**config.mk**
```make
export PLATFORM = sky130hd
export DESIGN_NAME = attn_gate
export DESIGN_NICKNAME = d
export VERILOG_FILES = /design/src/rtl/attn_pkg.sv /design/src/rtl/attn_func_track.sv /design/src/rtl/attn_err_track.sv /design/src/rtl/attn_issue.sv /design/src/rtl/attn_gate.sv
export SDC_FILE = /design/constraint.sdc
export NUM_CORES = 1
export LEC_CHECK = 0
export BUFFER_PORTS_ARGS = -buffer_cell sky130_fd_sc_hd__buf_2
export CELL_PAD_IN_SITES_DETAIL_PLACEMENT = 0
export CELL_PAD_IN_SITES_GLOBAL_PLACEMENT = 1
export CORE_AREA = 2 2 39 41
export CTS_BUF_LIST = sky130_fd_sc_hd__clkbuf_16
export DETAILED_ROUTE_END_ITERATION = 12
export DIE_AREA = 0 0 41 43
export PLACE_DENSITY_LB_ADDON = 0.1
export SYNTH_ARGS = -nofsm -noshare
export SYNTH_HDL_FRONTEND = slang
export SYNTH_HIERARCHICAL = 1
export SYNTH_SLANG_ARGS = --single-unit
```
**constraint.sdc**
```tcl
create_clock -name clk -period 4.1 [get_ports clk]
set_clock_uncertainty 0.2 [all_clocks]
set_input_delay 0.41 -clock clk [delete_from_list [all_inputs] [get_ports clk]]
set_output_delay 0.41 -clock clk [all_outputs]
set_load 0.1 [all_outputs]
```
**src/rtl/attn_pkg.sv**
```systemverilog
package attn_pkg;

  // Bus-side conditions seen by the suppression tracker.
  typedef struct packed {
    logic idle;
    logic reset;
    logic sreg_rd;
    logic seen;
  } bus_view_t;

  // Outcome of the inactive-bus decision for one cycle.
  typedef enum logic [1:0] {
    DEC_WAIT  = 2'd0,
    DEC_ISSUE = 2'd1,
    DEC_DROP  = 2'd2
  } attn_dec_e;

endpackage

```
**src/rtl/attn_func_track.sv**
```systemverilog
module attn_func_track
  import attn_pkg::*;
(
  input  logic      clk,
  input  logic      rst,
  input  logic      evt_i,
  input  logic      en_i,
  input  bus_view_t view_i,
  input  logic      fire_i,
  output logic      pend_o,
  output logic      block_o
);

  logic pend_q;
  logic supp_q;

  // Pending function event: the reset wins, then a new event, then the
  // first inactive cycle consumes it (issued or dropped).
  always_ff @(posedge clk) begin
    if (rst) begin
      pend_q <= 1'b0;
    end else if (view_i.reset) begin
      pend_q <= 1'b0;
    end else if (evt_i && en_i) begin
      pend_q <= 1'b1;
    end else if (view_i.idle) begin
      pend_q <= 1'b0;
    end
  end

  // Suppression: setting (an attention on the bus) wins over clearing.
  always_ff @(posedge clk) begin
    if (rst) begin
      supp_q <= 1'b0;
    end else if (view_i.seen || fire_i) begin
      supp_q <= 1'b1;
    end else if (view_i.sreg_rd || view_i.reset) begin
      supp_q <= 1'b0;
    end
  end

  assign pend_o  = pend_q;
  assign block_o = supp_q | view_i.seen;

  assert_disabled_evt_ignored_R3: assert property (@(posedge clk) disable iff (rst)
    (evt_i && !en_i && !pend_q) |=> !pend_q);

  assert_supp_holds_R5: assert property (@(posedge clk) disable iff (rst)
    (supp_q && !view_i.sreg_rd && !view_i.reset) |=> supp_q);

  assert_seen_blocks_R6: assert property (@(posedge clk) disable iff (rst)
    view_i.seen |=> supp_q);

  assert_busrst_clears_R9: assert property (@(posedge clk) disable iff (rst)
    (view_i.reset && !view_i.seen) |=> (!supp_q && !pend_q));

endmodule

```
**src/rtl/attn_err_track.sv**
```systemverilog
module attn_err_track (
  input  logic clk,
  input  logic rst,
  input  logic err_i,
  input  logic bus_reset_i,
  input  logic fire_i,
  output logic pend_o
);

  logic pend_q;

  always_ff @(posedge clk) begin
    if (rst) begin
      pend_q <= 1'b0;
    end else if (bus_reset_i) begin
      pend_q <= 1'b0;
    end else if (err_i) begin
      pend_q <= 1'b1;
    end else if (fire_i) begin
      pend_q <= 1'b0;
    end
  end

  assign pend_o = pend_q;

  assert_err_cancel_R9: assert property (@(posedge clk) disable iff (rst)
    bus_reset_i |=> !pend_q);

endmodule

```
**src/rtl/attn_issue.sv**
```systemverilog
module attn_issue
  import attn_pkg::*;
(
  input  logic clk,
  input  logic rst,
  input  logic func_pend_i,
  input  logic func_block_i,
  input  logic err_pend_i,
  input  logic idle_i,
  input  logic bus_reset_i,
  output logic fire_o,
  output logic req_o
);

  attn_dec_e dec;
  logic      req_q;

  always_comb begin
    dec = DEC_WAIT;
    if (idle_i && !bus_reset_i) begin
      if (err_pend_i || (func_pend_i && !func_block_i)) begin
        dec = DEC_ISSUE;
      end else if (func_pend_i) begin
        dec = DEC_DROP;
      end
    end
  end

  assign fire_o = (dec == DEC_ISSUE);

  always_ff @(posedge clk) begin
    if (rst) begin
      req_q <= 1'b0;
    end else begin
      req_q <= fire_o;
    end
  end

  assign req_o = req_q;

  assert_unblocked_issue_R2: assert property (@(posedge clk) disable iff (rst)
    (func_pend_i && !func_block_i && idle_i && !bus_reset_i) |=> req_q);

  assert_busy_quiet_R4: assert property (@(posedge clk) disable iff (rst)
    !idle_i |=> !req_q);

  assert_blocked_dropped_R7: assert property (@(posedge clk) disable iff (rst)
    (func_pend_i && func_block_i && !err_pend_i) |=> !req_q);

  assert_err_bypass_R8: assert property (@(posedge clk) disable iff (rst)
    (err_pend_i && idle_i && !bus_reset_i) |=> req_q);

  assert_reset_quiet_R9: assert property (@(posedge clk) disable iff (rst)
    bus_reset_i |=> !req_q);

endmodule

```
**src/rtl/attn_gate.sv**
```systemverilog
module attn_gate
  import attn_pkg::*;
(
  input  logic clk,
  input  logic rst,
  input  logic func_evt_i,
  input  logic attn_en_i,
  input  logic bus_err_i,
  input  logic bus_idle_i,
  input  logic bus_rst_i,
  input  logic stat_rd_i,
  input  logic attn_seen_i,
  output logic attn_req_o
);

  bus_view_t view;
  logic      fire;
  logic      func_pend;
  logic      func_block;
  logic      err_pend;

  assign view.idle    = bus_idle_i;
  assign view.reset   = bus_rst_i;
  assign view.sreg_rd = stat_rd_i;
  assign view.seen    = attn_seen_i;

  attn_func_track u_func (
    .clk     (clk),
    .rst     (rst),
    .evt_i   (func_evt_i),
    .en_i    (attn_en_i),
    .view_i  (view),
    .fire_i  (fire),
    .pend_o  (func_pend),
    .block_o (func_block)
  );

  attn_err_track u_err (
    .clk         (clk),
    .rst         (rst),
    .err_i       (bus_err_i),
    .bus_reset_i (bus_rst_i),
    .fire_i      (fire),
    .pend_o      (err_pend)
  );

  attn_issue u_issue (
    .clk          (clk),
    .rst          (rst),
    .func_pend_i  (func_pend),
    .func_block_i (func_block),
    .err_pend_i   (err_pend),
    .idle_i       (bus_idle_i),
    .bus_reset_i  (bus_rst_i),
    .fire_o       (fire),
    .req_o        (attn_req_o)
  );

  assert_reset_low_R1: assert property (@(posedge clk)
    rst |=> !attn_req_o);

  assert_joint_single_R10: assert property (@(posedge clk) disable iff (rst)
    (attn_req_o && !$past(func_evt_i) && !$past(bus_err_i)) |=> !attn_req_o);

endmodule

```
; After elaboration in Yosys (flattened, before gate mapping)
; Cells that the tools add are included.
[word_totals]
ff_bits = 4
input_bits = 9
out_inout_bits = 1
[classes]
n_eq_ne = 1
muxes = 9
bitwise = 1
n_reduce_logical = 12
[op_table]
columns = operator, n
row1 = $mux W1, 6
row2 = $mux W2, 3
row3 = $reduce_bool A2 Y1, 3
row4 = $logic_and A1 B1 Y1, 3
row5 = $logic_or A1 B1 Y1, 3
row6 = $eq A2 B1 Y1 const B, 1
row7 = $logic_not A1 Y1, 2
row8 = $reduce_or A2 Y1, 1
row9 = $or A1 B1 Y1, 1

; Longest topological paths before layout
[logic_depth]
word_depth = 9
mapped_depth = 5
mapped_depth_nobuf = 5

; Cells and area by module
; Netlist, hierarchy kept.
[modules_own_cells]
columns = module, n_inst, cells_per_inst, area_each_um2
row1 = attn_func_track, 1, 9, 81.3
row2 = attn_issue, 1, 6, 53.8
row3 = attn_err_track, 1, 4, 45.0

; Worst setup path after synthesis
; Ideal clock, no wire load.
[synth_path]
path_type = in2reg
startpoint = in attn_seen_i
endpoint = reg u_err.pend_q (netlist: u_err/pend_o)
setup_ps = 115
arrival_time_ps = 1296
setup_slack_ps = 2490
cell_stages = 5
n_path_buf = 0
cell_sequence = or2_2 > nand2b_1 > a21oi_1 > nor2b_4 > o21a_1
[synth_between]
elab_chain_len = 8
[synth_lines]
columns = item, line
row1 = from (decl), attn_gate.sv:12  ; input logic attn_seen_i,
row2 = $or A1 B1 Y1, attn_func_track.sv:43  ; assign block_o = supp_q | view_i.seen;
row3 = $logic_not A1 Y1, attn_issue.sv:21  ; if (err_pend_i || (func_pend_i && !func_block_i)) begin
row4 = $logic_and A1 B1 Y1, attn_issue.sv:21
row5 = $logic_or A1 B1 Y1, attn_issue.sv:21
row6 = $mux W2, attn_issue.sv:21
row7 = $mux W2, attn_issue.sv:20  ; if (idle_i && !bus_reset_i) begin
row8 = $eq A2 B1 Y1, attn_issue.sv:29  ; assign fire_o = (dec == DEC_ISSUE);
row9 = net fire, attn_gate.sv:17  ; logic fire;
row10 = $reduce_bool A2 Y1 (no line), --
row11 = to (signal assigned), attn_err_track.sv:16  ; pend_q <= 1'b0;
row12 = to (signal assigned), attn_err_track.sv:18  ; pend_q <= 1'b1;
row13 = to (signal assigned), attn_err_track.sv:20  ; pend_q <= 1'b0;
row14 = to (decl), attn_err_track.sv:10  ; logic pend_q;
; The timed path passes the listed nets, and every way through them passes these cells.
; A chain may end at the register's enable or synchronous reset.

; Final worst setup path
[layout_path]
startpoint = reg u_func.supp_q
endpoint = reg u_err.pend_q (netlist: u_err/pend_o)
[layout_between]
elab_chain_len = 8
[layout_lines]
columns = item, line
row1 = from (decl), attn_func_track.sv:15  ; logic supp_q;
row2 = from (signal assigned), attn_func_track.sv:34  ; supp_q <= 1'b0;
row3 = from (signal assigned), attn_func_track.sv:36  ; supp_q <= 1'b1;
row4 = from (signal assigned), attn_func_track.sv:38  ; supp_q <= 1'b0;
row5 = $or A1 B1 Y1, attn_func_track.sv:43
row6 = net func_block, attn_gate.sv:19  ; logic func_block;
row7 = $logic_not A1 Y1, attn_issue.sv:21
row8 = $logic_and A1 B1 Y1, attn_issue.sv:21
row9 = $logic_or A1 B1 Y1, attn_issue.sv:21
row10 = $mux W2, attn_issue.sv:21
row11 = $mux W2, attn_issue.sv:20
row12 = $eq A2 B1 Y1, attn_issue.sv:29
row13 = net fire, attn_gate.sv:17
row14 = $reduce_bool A2 Y1 (no line), --
; The timed path passes the listed nets, and every way through them passes these cells.

==> out/qor.txt <==
CRITICAL PATH
--------------------------------------------------------------------------------
Capture point of the worst reg-to-reg path                          u_err/pend_o
Beginning of the worst register-to-register path                    u_func/supp_q
Sort of element at the start of the critical path                       register
Count of cells along the worst register-to-register path                       5
Max stage delay cell, worst path                                    sky130_fd_sc_hd__a21oi_1
Type of element capturing the critical path                             register
Critical path required time                                              4.01 ns
Worst-case register-to-register setup slack                              2.52 ns
Maximum fanout along the worst path                                            2
Critical path, cell by cell                                         or2_2 > nand2b_1 > a21oi_1 > nor2b_4 > o21a_1
Class of the most critical setup path                               register to register
Max stage delay on crit path                                             0.31 ns
Arrival time of data at the critical path endpoint                       1.49 ns

GLOBAL ROUTING
--------------------------------------------------------------------------------
GR Util met2                                                             0.09063
Total global routing track utilization                                   0.07035
Global-route wire length before repair                                    738 um
Met1 Track Usage GR                                                      0.07419
Largest net degree at the start of global routing                              5
Congestion Overflow GR                                                         0
Antenna violations before repair                                               0
Number of global-route vias before repair                                    194
GRT met3 Usage                                                           0.01571
Most used routing layer                                                     met4

CLOCKING
--------------------------------------------------------------------------------
Number of levels in the clock H-tree                                           1
TritonCTS Buffers                                                              3
Worst-case clock buffer depth                                                  2
Clock latency at the later pin of the worst-skew pair                    0.22 ns
Number of gates resized after CTS                                              0
Setup repair bufs after CTS                                                    0
Clock-pin transition on the worst setup and hold timing paths            0.03 ns
Count of clock tree sinks                                                      4
CTS tree                                                                    done
Hold buffer count at CTS                                                       0
CTS Root Buffer Type                                                sky130_fd_sc_hd__clkbuf_16

TIMING
--------------------------------------------------------------------------------
Maximum operating frequency                                           0.6337 GHz
RSZ-0062 raised after global routing                                       false
Final critical-path share of the clock period                             0.3849
Max-slew headroom                                                         0.6791
Tightest hold margin                                                   0.1964 ns
Worst Max-Slew Pin Slew                                                0.4847 ns
Number of setup violations in the final report                                 0
Final TNS setup                                                             0 ns
Final hold violation count                                                     0
Minimum clock period                                                    1.578 ns
Max-slew violation count                                                       0

YOSYS
--------------------------------------------------------------------------------
Syn_area_per_cell                                                    9.483 sq um
Summed instance area of the synthesized netlist                      180.2 sq um
Cell type contributing the most total cell area after synthesis     sky130_fd_sc_hd__dfxtp_1
Flops & latches, synth                                                         4
Synth warnings                                                                 6
Count leader, synth                                                 sky130_fd_sc_hd__dfxtp_1
Primary FF master, synth                                            sky130_fd_sc_hd__dfxtp_1
Post-synth top area share                                                 0.4444
Unique cell type count in the Yosys netlist                                   12
Leading post-synthesis cells by cell area                           sky130_fd_sc_hd__dfxtp_1 (44%), sky130_fd_sc_hd__nand2b_1 (10%), sky130_fd_sc_hd__nor2b_4 (7.6%)
Syn Inst Count                                                                19
Number of enable flip-flop cells after synthesis                               0
Share of synthesized flip-flops with an asynchronous set or reset              0
Portion of the post-synthesis area used by sequential elements            0.4444
Synthesized netlist net count                                                 28
Commonest cells post-synth                                          sky130_fd_sc_hd__dfxtp_1 (4), sky130_fd_sc_hd__nand2b_1 (3), sky130_fd_sc_hd__a21oi_1 (2), sky130_fd_sc_hd__nor2_1 (2)

PWR
--------------------------------------------------------------------------------
Internal power consumption                                           0.0001713 W
Switching power                                                     0.00003293 W
Standby leakage power                                                  0.1361 nW
Largest voltage drop on the vdd net                                    0.1822 mV
Switching share of total power                                            0.1612
Power per cell area                                                 637.5 mW/mm^2
Clock group share of total power                                           0.743
Fraction of power consumed by sequential logic                             0.203
Power share of the combinational group                                     0.054

DIE
--------------------------------------------------------------------------------
Floorplan die area                                                  0.001763 sq mm
Initial core utilization                                                  0.1302
Number of primary I/O pins                                                    10
Total core area                                                     0.001384 sq mm
Rows                                                                          14
Die boundary width                                                         41 um
Die height                                                                 43 um

ROUTING
--------------------------------------------------------------------------------
Residual antenna-violating net count after detailed routing                    0
Routed WL per cell                                                      8.723 um
DR pass1 iterations                                                            2
Detailed router's first-iteration violation count                              1
Detailed-route via count                                                     170
DRC                                                                            0
Drt total wl                                                              410 um
Average vias per placed instance                                           3.617

PLACED DESIGN
--------------------------------------------------------------------------------
Total of buffers placed on input and output ports                              9
RePlAce Congestion                                                        0.6186
Post-placement cell count                                                     44
Placed cell areas                                                    245.2 sq um

CELLS AND AREA
--------------------------------------------------------------------------------
Nets@finish                                                                   42
Growth of design area from synthesis to finish                            77.78%
Non-filler instance count after layout                                        47
Ratio of cells with drive above 1 in the final layout                     0.4839
Ant. Diodes                                                                    0
# fillers                                                                    158
Design area                                                          320.3 sq um
Utilization of the core after routing                                     0.2315

OUTCOME
--------------------------------------------------------------------------------
Outcome                                                             complete, no violations

WORST HOLD PATH
--------------------------------------------------------------------------------
Worst-case hold path end point                                      u_err/pend_o
Hold wc startpoint                                                     bus_err_i
Classification of the worst-slack hold path                         input port to register
Hold Crit Depth                                                                2

FLOW RUN
--------------------------------------------------------------------------------
Count of maximum capacitance violations                                        0

==> routing by layer <==
layer,vias up,wire (um)
li1,89,-
met1,74,177
met2,7,201
met3,0,32
met4,0,0
met5,-,0
==> metrics by stage <==
stage                     setup WS, ns   power (W)
after CTS                        2.503   0.0002071
final                            2.522   0.0002042
after floorplan                  2.490  0.00004759
after global placement           2.299  0.00005304
after detailed placement         2.295  0.00005326
after global routing             2.427   0.0002115
==> registers in the layout, summed over array words and instances (netlist names) <==
register,cells
u_issue/req_o,1
u_func/pend_o,1
u_err/pend_o,1
u_func/supp_q,1
==> power by group through the flow <==
stage	registers (W)	clock network, W	logic [W]
after floorplan	0.0000428	0	0.00000481
after global placement	0.0000419	0	0.0000111
after detailed placement	0.0000419	0	0.0000114
after CTS	0.0000414	0.000154	0.0000114
after global routing	0.0000416	0.000157	0.0000126
final	0.0000414	0.000152	0.0000111
==> how the worst max path moves through the flow <==
| stage | from | to | slack (ns) | cells after the start |
|---|---|---|---|---|
| after CTS | u_func/supp_q | u_err/pend_o | 2.50 | 5 |
| after global routing | u_func/supp_q | u_err/pend_o | 2.43 | 5 |
| after global placement | attn_seen_i | u_err/pend_o | 2.30 | 6 |
| after floorplan | attn_seen_i | u_err/pend_o | 2.49 | 5 |
| final | u_func/supp_q | u_err/pend_o | 2.52 | 5 |
| after detailed placement | attn_seen_i | u_err/pend_o | 2.29 | 6 |
==> placed cells by master (no fill, tap or decap), types with 2 or more instances in the layout <==
master / count
sky130_fd_sc_hd__a21oi_1: 2
sky130_fd_sc_hd__nand2b_1: 3
sky130_fd_sc_hd__clkbuf_16: 3
sky130_fd_sc_hd__dfxtp_1: 4
sky130_fd_sc_hd__buf_2: 9
sky130_fd_sc_hd__nor2_1: 2
==> logic make-up after synthesis <==
kind of cell           after synthesis  share of synthesized area
AO/OA/AOI/OAI                        5                     0.2084
buffers and inverters                1                    0.02081
flip-flops                           4                     0.4445
AND/OR/NAND/NOR                      9                     0.3264
==> final cells by class <==
| type | count | area, sq um | share of cell area |
|---|---|---|---|
| multi-input combinational | 14 | 96.34 | 0.3008 |
| sequential | 4 | 80.08 | 0.2500 |
| timing repair buffer | 9 | 45.04 | 0.1406 |
| inverter | 1 | 3.754 | 0.01172 |
| tap | 16 | 20.02 | 0.06250 |
| clock buffer | 3 | 75.07 | 0.2344 |
==> worst max-delay path: cells and delay by family (launching register included) <==
family / cells / cell delay [ns]
AO/OA/AOI/OAI: 2 / 0.47
flip-flops: 1 / 0.29
AND/OR/NAND/NOR: 3 / 0.51
(Power assumes the default switching activity.)
